$ cat src/rtl/flash_stat_pkg.sv
package flash_stat_pkg;
  localparam int CMD_W   = 8;
  localparam int CFG_W   = 32;
  localparam int STAT_W  = 8;
  localparam int ADDR_W  = 2;
  localparam logic [CMD_W-1:0]  OP_LOAD  = 8'h96;
  localparam logic [CMD_W-1:0]  OP_READ  = 8'h90;
  localparam logic [CMD_W-1:0]  OP_CLEAR = 8'h50;
  localparam logic [ADDR_W-1:0] RD_ADDR  = 2'b10;
  localparam logic [CFG_W-1:0]  CFG_WMASK = 32'hF300_00FF;
  localparam int MODE_BIT   = 4;
  localparam int BYTEPG_BIT = 2;
  localparam int OVL_PERM   = 1;
  localparam int OVL_REQ    = 0;
  // sticky flag slots
  localparam int FL_FAIL  = 0;
  localparam int FL_LRV   = 1;
  localparam int FL_SUPP  = 2;
  localparam int FL_ERASE = 3;
  localparam int FL_PROG  = 4;
  localparam int NFLAG    = 5;
endpackage

$ cat src/rtl/fsc_rst_sync.sv
module fsc_rst_sync #(
  parameter int STAGES = 2
) (
  input  logic clk,
  input  logic rst_n,
  output logic rst_q
);
  logic [STAGES-1:0] sr_q;
  logic [STAGES-1:0] sr_d;

  always_comb sr_d = {sr_q[STAGES-2:0], 1'b1};

  always_ff @(posedge clk or negedge rst_n) begin
    if (!rst_n) sr_q <= '0;
    else        sr_q <= sr_d;
  end

  assign rst_q = sr_q[STAGES-1];
endmodule

$ cat src/rtl/fsc_sticky_bank.sv
module fsc_sticky_bank #(
  parameter int N = 5
) (
  input  logic         clk,
  input  logic         rst_n,
  input  logic [N-1:0] set_i,
  input  logic         clr_i,
  output logic [N-1:0] flag_o
);
  logic [N-1:0] flag_q;
  logic [N-1:0] flag_d;

  for (genvar i = 0; i < N; i++) begin : g_flag
    // a set in the clearing cycle wins
    always_comb flag_d[i] = set_i[i] | (flag_q[i] & ~clr_i);

    always_ff @(posedge clk or negedge rst_n) begin
      if (!rst_n) flag_q[i] <= 1'b0;
      else        flag_q[i] <= flag_d[i];
    end
  end

  assign flag_o = flag_q;
endmodule

$ cat src/rtl/fsc_cfg_reg.sv
module fsc_cfg_reg #(
  parameter int              W     = 32,
  parameter logic [W-1:0]    WMASK = '1
) (
  input  logic         clk,
  input  logic         rst_n,
  input  logic         load_i,
  input  logic [W-1:0] din_i,
  input  logic         rd_req_i,
  output logic [W-1:0] cfg_o,
  output logic [W-1:0] rd_data_o,
  output logic         rd_valid_o
);
  logic [W-1:0] cfg_q, cfg_d;
  logic [W-1:0] rd_q, rd_d;
  logic         rv_q, rv_d;

  always_comb begin
    cfg_d = cfg_q;
    if (load_i) cfg_d = din_i & WMASK;
    rv_d = rd_req_i;
    rd_d = rd_req_i ? cfg_q : '0;
  end

  always_ff @(posedge clk or negedge rst_n) begin
    if (!rst_n) begin
      cfg_q <= '0;
      rd_q  <= '0;
      rv_q  <= 1'b0;
    end else begin
      cfg_q <= cfg_d;
      rd_q  <= rd_d;
      rv_q  <= rv_d;
    end
  end

  assign cfg_o      = cfg_q;
  assign rd_data_o  = rd_q;
  assign rd_valid_o = rv_q;
endmodule

$ cat src/rtl/fsc_status_map.sv
module fsc_status_map
  import flash_stat_pkg::*;
(
  input  logic [NFLAG-1:0] flag_i,
  input  logic [CFG_W-1:0] cfg_i,
  input  logic             busy_i,
  input  logic             vpp_high_i,
  output logic [STAT_W-1:0] status_o
);
  logic split_mode;

  always_comb begin
    split_mode  = cfg_i[MODE_BIT];
    status_o    = '0;
    status_o[7] = ~busy_i;
    status_o[6] = 1'b0;
    status_o[5] = split_mode ? flag_i[FL_ERASE] : flag_i[FL_FAIL];
    status_o[4] = split_mode ? flag_i[FL_PROG]  : flag_i[FL_LRV];
    status_o[3] = flag_i[FL_SUPP];
    status_o[2] = cfg_i[BYTEPG_BIT];
    status_o[1] = cfg_i[OVL_PERM];
    status_o[0] = cfg_i[OVL_PERM] & cfg_i[OVL_REQ] & vpp_high_i;
  end
endmodule

$ cat src/rtl/flash_stat_cfg.sv
module flash_stat_cfg
  import flash_stat_pkg::*;
(
  input  logic              clk,
  input  logic              rst_n,
  input  logic              cmd_valid,
  input  logic [CMD_W-1:0]  cmd_byte,
  input  logic [CFG_W-1:0]  cmd_data,
  input  logic [ADDR_W-1:0] addr_lo,
  input  logic              wsm_busy,
  input  logic              evt_illegal,
  input  logic              evt_erase_err,
  input  logic              evt_prog_err,
  input  logic              lrv_in,
  input  logic              supply_low,
  input  logic              vpp_high,
  output logic [STAT_W-1:0] status,
  output logic [CFG_W-1:0]  cfg_rd,
  output logic              cfg_rd_valid
);
  logic             rst_q;
  logic             do_load, do_read, do_clear;
  logic [NFLAG-1:0] flag_set, flags;
  logic [CFG_W-1:0] cfg;

  fsc_rst_sync #(.STAGES(2)) u_rst (
    .clk(clk), .rst_n(rst_n), .rst_q(rst_q)
  );

  always_comb begin
    do_load  = cmd_valid && (cmd_byte == OP_LOAD);
    do_read  = cmd_valid && (cmd_byte == OP_READ) && (addr_lo == RD_ADDR);
    do_clear = cmd_valid && (cmd_byte == OP_CLEAR);
    flag_set           = '0;
    flag_set[FL_FAIL]  = evt_illegal | evt_erase_err | evt_prog_err;
    flag_set[FL_LRV]   = lrv_in & wsm_busy;
    flag_set[FL_SUPP]  = supply_low & wsm_busy;
    flag_set[FL_ERASE] = evt_erase_err;
    flag_set[FL_PROG]  = evt_prog_err;
  end

  fsc_sticky_bank #(.N(NFLAG)) u_flags (
    .clk(clk), .rst_n(rst_q), .set_i(flag_set), .clr_i(do_clear), .flag_o(flags)
  );

  fsc_cfg_reg #(.W(CFG_W), .WMASK(CFG_WMASK)) u_cfg (
    .clk(clk), .rst_n(rst_q), .load_i(do_load), .din_i(cmd_data),
    .rd_req_i(do_read), .cfg_o(cfg), .rd_data_o(cfg_rd), .rd_valid_o(cfg_rd_valid)
  );

  fsc_status_map u_map (
    .flag_i(flags), .cfg_i(cfg), .busy_i(wsm_busy), .vpp_high_i(vpp_high),
    .status_o(status)
  );
endmodule

$ cat config.mk
export PLATFORM = sky130hd
export DESIGN_NAME = flash_stat_cfg
export DESIGN_NICKNAME = d
export VERILOG_FILES = /design/src/rtl/flash_stat_pkg.sv /design/src/rtl/fsc_rst_sync.sv /design/src/rtl/fsc_sticky_bank.sv /design/src/rtl/fsc_cfg_reg.sv /design/src/rtl/fsc_status_map.sv /design/src/rtl/flash_stat_cfg.sv
export SDC_FILE = /design/constraint.sdc
export NUM_CORES = 1
export LEC_CHECK = 0
export BUFFER_PORTS_ARGS = -buffer_cell sky130_fd_sc_hd__buf_4
export CORE_MARGIN = 8
export CORE_UTILIZATION = 40
export DETAILED_ROUTE_END_ITERATION = 6
export GPL_ROUTABILITY_DRIVEN = 0
export HOLD_SLACK_MARGIN = 0.1
export PLACE_DENSITY = 0.78
export SLEW_MARGIN = 20
export SYNTH_ARGS = -nofsm -noshare
export SYNTH_HDL_FRONTEND = slang
export SYNTH_SLANG_ARGS = --single-unit
$ cat constraint.sdc
create_clock -name clk -period 1.49 [get_ports clk]
set_clock_uncertainty 0.05 [all_clocks]
set_input_delay 0.3725 -clock clk [delete_from_list [all_inputs] [get_ports clk]]
set_output_delay 0.3725 -clock clk [all_outputs]
set_load 0.05 [all_outputs]
# Yosys cells after proc, flatten, opt, wreduce, memory -nomap -nowiden
# Cells that the tools add are included.
classes:
  n_bitwise: 18
  eq_ne: 4
  muxes: 3
  reduce_logical: 4
op_table:
  columns: ["operator", "count"]
  rows:
  - ["two-way mux 32 bit", 1]
  - ["== test 8 bit, second input constant", 2]
  - ["AND 1 bit", 9]
  - ["== test 8 x 7 -> 1 bit, second input constant", 1]
  - ["OR 1 bit", 7]
  - ["logical AND 1 bit", 4]
  - ["== test 2 bit, second input constant", 1]
  - ["two-way mux 1 bit", 2]
  - ["inverter 1 bit", 2]
totals:
  register_bits: 54

# Logic depth before layout (Yosys ltp)
# Gate-level depths: netlist of the first run.
depth:
  depth_word: 5
  mapped_depth: 4

# Hierarchy
# A second synthesis of the first run with hierarchy kept.
unflattened:
  hier_cells: 131
  area_unflattened_um2: 1635.3
by_module_without_submodules:
  columns: ["mod", "n_inst", "cells_per_inst", "seq_area_each_um2", "area_each_um2"]
  rows:
  - ["fsc_cfg_reg", 1, 96, 725.7, 1260.0]
  - ["fsc_sticky_bank", 1, 11, 125.1, 166.4]
  - ["flash_stat_cfg", 1, 12, 0.0, 88.8]
  - ["fsc_status_map", 1, 9, 0.0, 66.3]
  - ["fsc_rst_sync", 1, 3, 50.0, 53.8]

# Least setup slack after synthesis of the first run
# OpenSTA, ideal clock, no wires.
synth_timing:
  path_kind: "in2reg"
  startpoint: "in cmd_byte[0]"
  endpoint: "reg u_flags.flag_q[0] (netlist: u_flags.flag_o[0])"
  path_slack_ns: 0.082
  cell_stages: 3
  n_path_buf: 0
  arrival_time_ns: 1.229
  required_time_ns: 1.311
  setup_time_ns: 0.129
  path_cell_list: "nor4_4 -> nand4b_2 -> a2111o_1"
synth_via:
  elab_chain_len: 5
synth_lines:
  columns: ["item", "line_no", "text"]
  rows:
  - ["start, declared", "flash_stat_cfg.sv:7", "input logic [CMD_W-1:0] cmd_byte,"]
  - ["== test 8 x 7 -> 1 bit", "flash_stat_cfg.sv:33", "do_clear = cmd_valid && (cmd_byte == OP_CLEAR);"]
  - ["logical AND 1 bit", "flash_stat_cfg.sv:33", null]
  - ["inverter 1 bit", "fsc_sticky_bank.sv:15", "always_comb flag_d[i] = set_i[i] | (flag_q[i] & ~clr_i);"]
  - ["AND 1 bit", "fsc_sticky_bank.sv:15", null]
  - ["OR 1 bit", "fsc_sticky_bank.sv:15", null]
  - ["via u_flags.flag_d[0]", "fsc_sticky_bank.sv:11", "logic [N-1:0] flag_d;"]
  - ["end signal, assigned by index", "fsc_sticky_bank.sv:19", "else flag_q[i] <= flag_d[i];"]
  - ["end, declared", "fsc_sticky_bank.sv:10", "logic [N-1:0] flag_q;"]
# The timed path passes the listed nets, and every way through them passes these cells.
# A chain may end at the register's enable or synchronous reset.

# Worst setup path after layout of the first run
layout_timing:
  startpoint: "reg u_cfg.cfg_q[4] (netlist: u_cfg.cfg_o[4])"
  endpoint: "out status[5]"
layout_via:
  elab_chain_len: 1
layout_lines:
  columns: ["item", "line_no", "text"]
  rows:
  - ["start, declared", "fsc_cfg_reg.sv:14", "logic [W-1:0] cfg_q, cfg_d;"]
  - ["start signal, assigned", "fsc_cfg_reg.sv:31", "cfg_q <= cfg_d;"]
  - ["two-way mux 1 bit", "fsc_status_map.sv:17", "status_o[5] = split_mode ? flag_i[FL_ERASE] : flag_i[FL_FAIL];"]
  - ["end, declared", "flash_stat_cfg.sv:17", "output logic [STAT_W-1:0] status,"]
# No other way between the ends.

==> impl_metrics.ini, run 1 <==
[floorplan]
fp.dieH_um = 77.5
coreArea_mm2 = 0.00366
rows = 22
die_w_um = 77.5
ioPinCount = 93
start_util_pct = 41.3
dieArea_mm2 = 0.00601

[final_layout]
drive_gt1_share_pct = 52.4
nFillCells = 326
fin_area_mm2 = 0.00203
area_growth_pct = 34.3
finalNetCount = 221
antenna_cells = 0
fin_cells = 218

[yosys]
syn-cell-area_mm2 = 0.00151
synth_top_family_by_area = simple AND/OR/NAND/NOR gates
ys_top_cells_by_count = dfrtp_1 (36), buf_4 (23), mux2_2 (16)
syn_inst = 107
synth_top_area_share_pct = 59.6
muxShareOfSynthArea_pct = 11.9
synth-compound-area-share_pct = 2.89
ys_ff_latch = 36
yosysMostFrequentCell = dfrtp_1
synthXorXnorAreaFrac_pct = 0
synth_area_leader_cell = dfrtp_1
syn_avg_cell_area_um2 = 14.1
yosys.area_share.simple_pct = 12.7
synthFlopType = dfrtp_1
yosys_warnings = 0
synthArstFlopShare_pct = 100
synth_edf_count = 0
synth-seq-area-share_pct = 59.6
ys_types = 19
synthTopCellsByArea = dfrtp_1 (60%), mux2_2 (12%), buf_4 (11%)
synthAdderAreaFrac_pct = 0

[timing]
rsz0062_at_grt = true
fmaxAchievable_mhz = 628
finalCritPeriodShare_pct = 107
fin_crit_ns = 1.59
hold_ws_ns = 0.213
hold_viol = 0
drv_slew = 0
setup_ws_ns = -0.102
setup_violations = 2

[critical_path]
cp_max_fo = 3
r2r_cells = 2
crit_arrival_ns = 1.17
crit_required_ns = 1.07
crit_type = reg -> out
cp-start-kind = flop
endpoint_kind = output port

[global_routing]
grt_pass1_vias = 1066
grt_pass1_wl_um = 5020
antenna_found_initial = 0
track_usage_pct = 10.5
grt_max_degree = 35
grt_remaining_overflow = 0

[flow_run]
maxCapViolCount = 0

[clock_tree]
clock_latency_ns = 0.27
clockBufferDepth = 2
cts_buffers = 5
cts_tree = done
clk_pin_slew_worst_paths_ns = 0.07
htreeDepth = 2
cts.sinks = 36
clock-root-buffer = clkbuf_8

[placement]
io_buffers = 55
numPlacedInstances = 208
hpwl_um = 2550
placed_cell_area_mm2 = 0.00190

[power_and_ir_drop]
ir_drop_mv = 0.653
power_density_mw_per_mm2 = 955
leakage_uw = 0.00109

[detailed_routing]
vias = 906
drt_iter0_markers = 15
drt_wl_total_um = 3110
drt_first_pass_iters = 2
routed_via_density = 4.16
drc = 0
post_drt_wl_per_cell_um = 14.3
ant_nets = 0

[worst_hold_path]
hp-class = reg -> async

[outcome]
status = finished, violations left
violations = negative setup slack
==> cell usage in the layout, fill, tap and decap left out <==
cell type       n
clkbuf_8        6
dlygate4sd3_1   1
buf_4          57
a2111o_1        1
buf_6           3
nand4b_2        1
dfrtp_1        35
and3_4          1
dfrtp_2         1
and2_1         14
inv_1           1
nor4_4          1
and3b_2         1
mux2_2         14
clkbuf_1        2
a22o_1          2
mux2_4          2
and4_1          1
nand3_4         1
nor2b_1         1
and4bb_2        1
and2b_1         1
conb_1         20
a21o_1          2
==> cell type report <==
| cell class | count | area [um2] | share of cell area, % |
|---|---|---|---|
| sequential | 36 | 902 | 44.4 |
| multi-input combinational | 64 | 504 | 24.8 |
| timing repair buffer | 61 | 472 | 23.2 |
| clock buffer | 8 | 90.1 | 4.43 |
| tap | 48 | 60.1 | 2.96 |
| inverter | 1 | 3.75 | 0.185 |
==> worst max-delay path, stage by stage, from the launching register on <==
cell	delay [ns]
dfrtp_2	0.43
mux2_4	0.31
buf_6	0.15
==> where the power goes <==
group,internal [uW],switching [uW]
Clock,376,296
Sequential,999,11.5
Combinational,86.4,170
==> path summary, 6_finish.rpt <==
check | startpoint | to | slack [ns]
max | u_cfg.cfg_o[4] | status[5] | -0.10
min | u_rst.sr_q[1] | u_cfg.cfg_o[6] | 0.21
max reg2reg | u_cfg.cfg_o[4] | u_cfg.cfg_o[4] | 0.50
min reg2reg | u_rst.sr_q[1] | u_cfg.cfg_o[6] | 0.21
max in group asynchronous | u_rst.sr_q[1] | u_cfg.cfg_o[4] | 0.86
min in group clk | evt_prog_err | u_flags.flag_o[4] | 0.24
==> state kept, by name (all words and copies together), names as in the netlist <==
name,count
u_cfg.cfg_o,14
u_cfg.rd_data_o,14
u_flags.flag_o,5
u_rst.sr_q,2
u_cfg.rd_valid_o,1
==> kinds of logic (layout without fill, tap and decap cells) <==
group	count (synthesis)	after routing
AOI/OAI and AO/OA	5	5
buffers and inverters	25	70
DFF	36	36
muxes	16	16
other	2	20
and+or+nand+nor	23	23
==> metrics by stage <==
stage	utilization [%]	setup WS [ns]	total power [uW]	TNS [ns]
after floorplan	-	0.0821	1230	0
after global placement	51.9	-0.0356	1270	-0.493
after detailed placement	51.9	-0.0985	1280	-1.00
after CTS	55.0	-0.132	1970	-0.261
after global routing	55.5	-0.139	2040	-0.277
final	55.5	-0.102	1940	-0.200
==> layer usage <==
layer / GRT usage (%) / part of all wire (%) / wire (um)
met5: 0 / 0 / 0
met4: 3.40 / 1.5 / 48
met3: 4.26 / 5.9 / 184
met2: 19.8 / 57 / 1760
met1: 9.97 / 36 / 1120
==> timing repair <==
action | 4_1_cts | 5_1_grt
hold endpoints to repair | 2 | 0
pin swaps | 0 | 0
gates resized for setup | 4 | 3
hold buffers | 1 | 0
setup endpoints to repair | 2 | 3
buffers inserted | 0 | 1
No activity file was read; power rests on OpenSTA's default activity.
==> inputs of run 2 (changes only) <==
- CTS_CLUSTER_DIAMETER: unset -> 40
- GPL_TIMING_DRIVEN: unset -> 0
==> run 2 against run 1 <==
  * The run still ends with negative setup slack left
  * Design area grew 6.5%
  * Register-to-register slack gained 0.09 ns
  * Fmax down 0.61%
  * Critical path type unchanged
  * Combinational power rose by 9.4%
  * Count of clock-buffer cells in the layout down 1
  * First-iteration DRC count rose by 20%
  * Sequential power barely moved
  * Total power grew 0.56%
  * Utilization grew 3.6 points
==> impl_metrics.ini, run 2 (same netlist as run 1, synthesis figures left out) <==
[final_layout]
layout_commonest_cell = buf_4
fin_area_mm2 = 0.00216
multi_input_area_um2 = 499
regArea_um2 = 902
area_growth_pct = 43.1
antenna_cells = 0
nFillCells = 316
finalNetCount = 240
final_cell_mix = buf_4 (75), dfrtp_1 (35), conb_1 (20)
drive_gt1_share_pct = 56.6

[placement]
placed_cell_area_mm2 = 0.00205
post-place-ws_ns = -0.134
io_buffers = 55
hpwl_um = 2730

[floorplan]
dieArea_mm2 = 0.00601
die_w_um = 77.5
rows = 22
start_util_pct = 41.3
ioPinCount = 93
fp.dieH_um = 77.5
coreArea_mm2 = 0.00366

[critical_path]
cp_max_fo = 4
cpPeakStageDelay_ns = 0.42
critPathBufInv = 1
crit_type = reg -> out
endpoint_kind = output port
crit_arrival_ns = 1.18
path_delay_family = flip-flops
cp-start-kind = flop
crit_required_ns = 1.07
startpoint = u_cfg.cfg_o[4]
path_cells = mux2_4 > buf_6
r2r-start = u_flags.flag_o[0]
cp_slowest_cell = dfrtp_1

[timing]
setup_violations = 2
setup_ws_ns = -0.112
hold_ws_ns = 0.226
tightestPinTransition_ns = 0.692
fmaxAchievable_mhz = 624
fin_crit_ns = 1.60
rsz0062_at_grt = true
finalCritPeriodShare_pct = 108
drv_slew = 0
hold_viol = 0
relSlewSlack_pct = 53.8

[global_routing]
track_usage_pct = 11.5
antenna_found_initial = 0
grt_max_degree = 35
grt_pass1_wl_um = 5510
grt_remaining_overflow = 0
grt_pass1_vias = 1146

[detailed_routing]
drt_first_pass_iters = 4
ant_nets = 0
drt_wl_total_um = 3260
post_drt_wl_per_cell_um = 13.8
vias = 985
routed_via_density = 4.16
drc = 0
drt_iter0_markers = 18

[clock_tree]
cts_tree = done
clockBufferDepth = 2
htreeDepth = 2
clock_latency_ns = 0.28
cts.sinks = 36
cts_buffers = 5
clk_pin_slew_worst_paths_ns = 0.07
clock-root-buffer = clkbuf_8

[power_and_ir_drop]
leakage_uw = 0.00120
p_sw_uw = 504
intPower_uw = 1450
swShare_pct = 25.8
ir_drop_mv = 0.633
pwr-share-clk_pct = 33.0
power.share.combinational_pct = 14.4
power_density_mw_per_mm2 = 901
seq_power_share_pct = 52.6

[outcome]
status = finished, violations left
violations = negative setup slack

[worst_hold_path]
hp-class = in -> reg
hold_path.startpoint = evt_prog_err

[flow_run]
maxCapViolCount = 0
run 2: power groups by stage:
stage | Combinational, uW | Sequential [uW] | Clock, uW
floorplan | 192 | 1040 | 0
global placement | 270 | 1040 | 0
detailed placement | 276 | 1050 | 0
CTS | 278 | 1030 | 664
global route | 297 | 1030 | 707
finish | 280 | 1030 | 645
run 2: metrics by stage:
stage	total power [uW]	setup TNS [ns]	cells	util, %
after floorplan	1230	0	125	-
after global placement	1310	-1.03	228	56.1
after detailed placement	1320	-1.64	228	56.1
after CTS	1970	-0.242	237	59.0
after global routing	2040	-0.292	237	59.1
final	1950	-0.222	237	59.1
run 2: repair_timing:
item / CTS / global route
cloned: 0 / 0
pin swaps: 0 / 0
hold buffers: 1 / 0
resized for setup: 4 / 1
setup endpoints to repair: 2 / 3
hold endpoints to repair: 2 / 0
buffers inserted: 0 / 0
run 2: layout make-up:
class	count	area share, %
flip-flops and latches	36	41.7
multi-input cells	64	23.1
repair buffers	56	20.1
plain buffers	24	8.50
clock buffers	7	3.53
well taps	48	2.77
clock inverters	1	0.231
inverters	1	0.173
run 2: path summary, 6_finish.rpt:
check                                      endpoint  slack [ns]  depth (start not counted)
worst max-delay path                      status[4]       -0.11                          2
worst min-delay path              u_flags.flag_o[4]        0.23                          2
worst max register to register    u_flags.flag_o[0]        0.59                          1
worst min register to register      u_cfg.cfg_o[24]        0.27                          0
max in group asynchronous       u_cfg.rd_data_o[30]        0.68                          0
min in group asynchronous           u_cfg.cfg_o[24]        0.27                          0
run 2: per-layer routing:
metal | wire, um | vias up | share of wire (%) | GRT usage (%)
li1 | - | 475 | - | -
met1 | 1140 | 472 | 35 | 11.2
met2 | 1870 | 34 | 57 | 21.3
met3 | 211 | 4 | 6.5 | 4.61
met4 | 36 | 0 | 1.1 | 3.96
met5 | 0 | - | 0 | 0
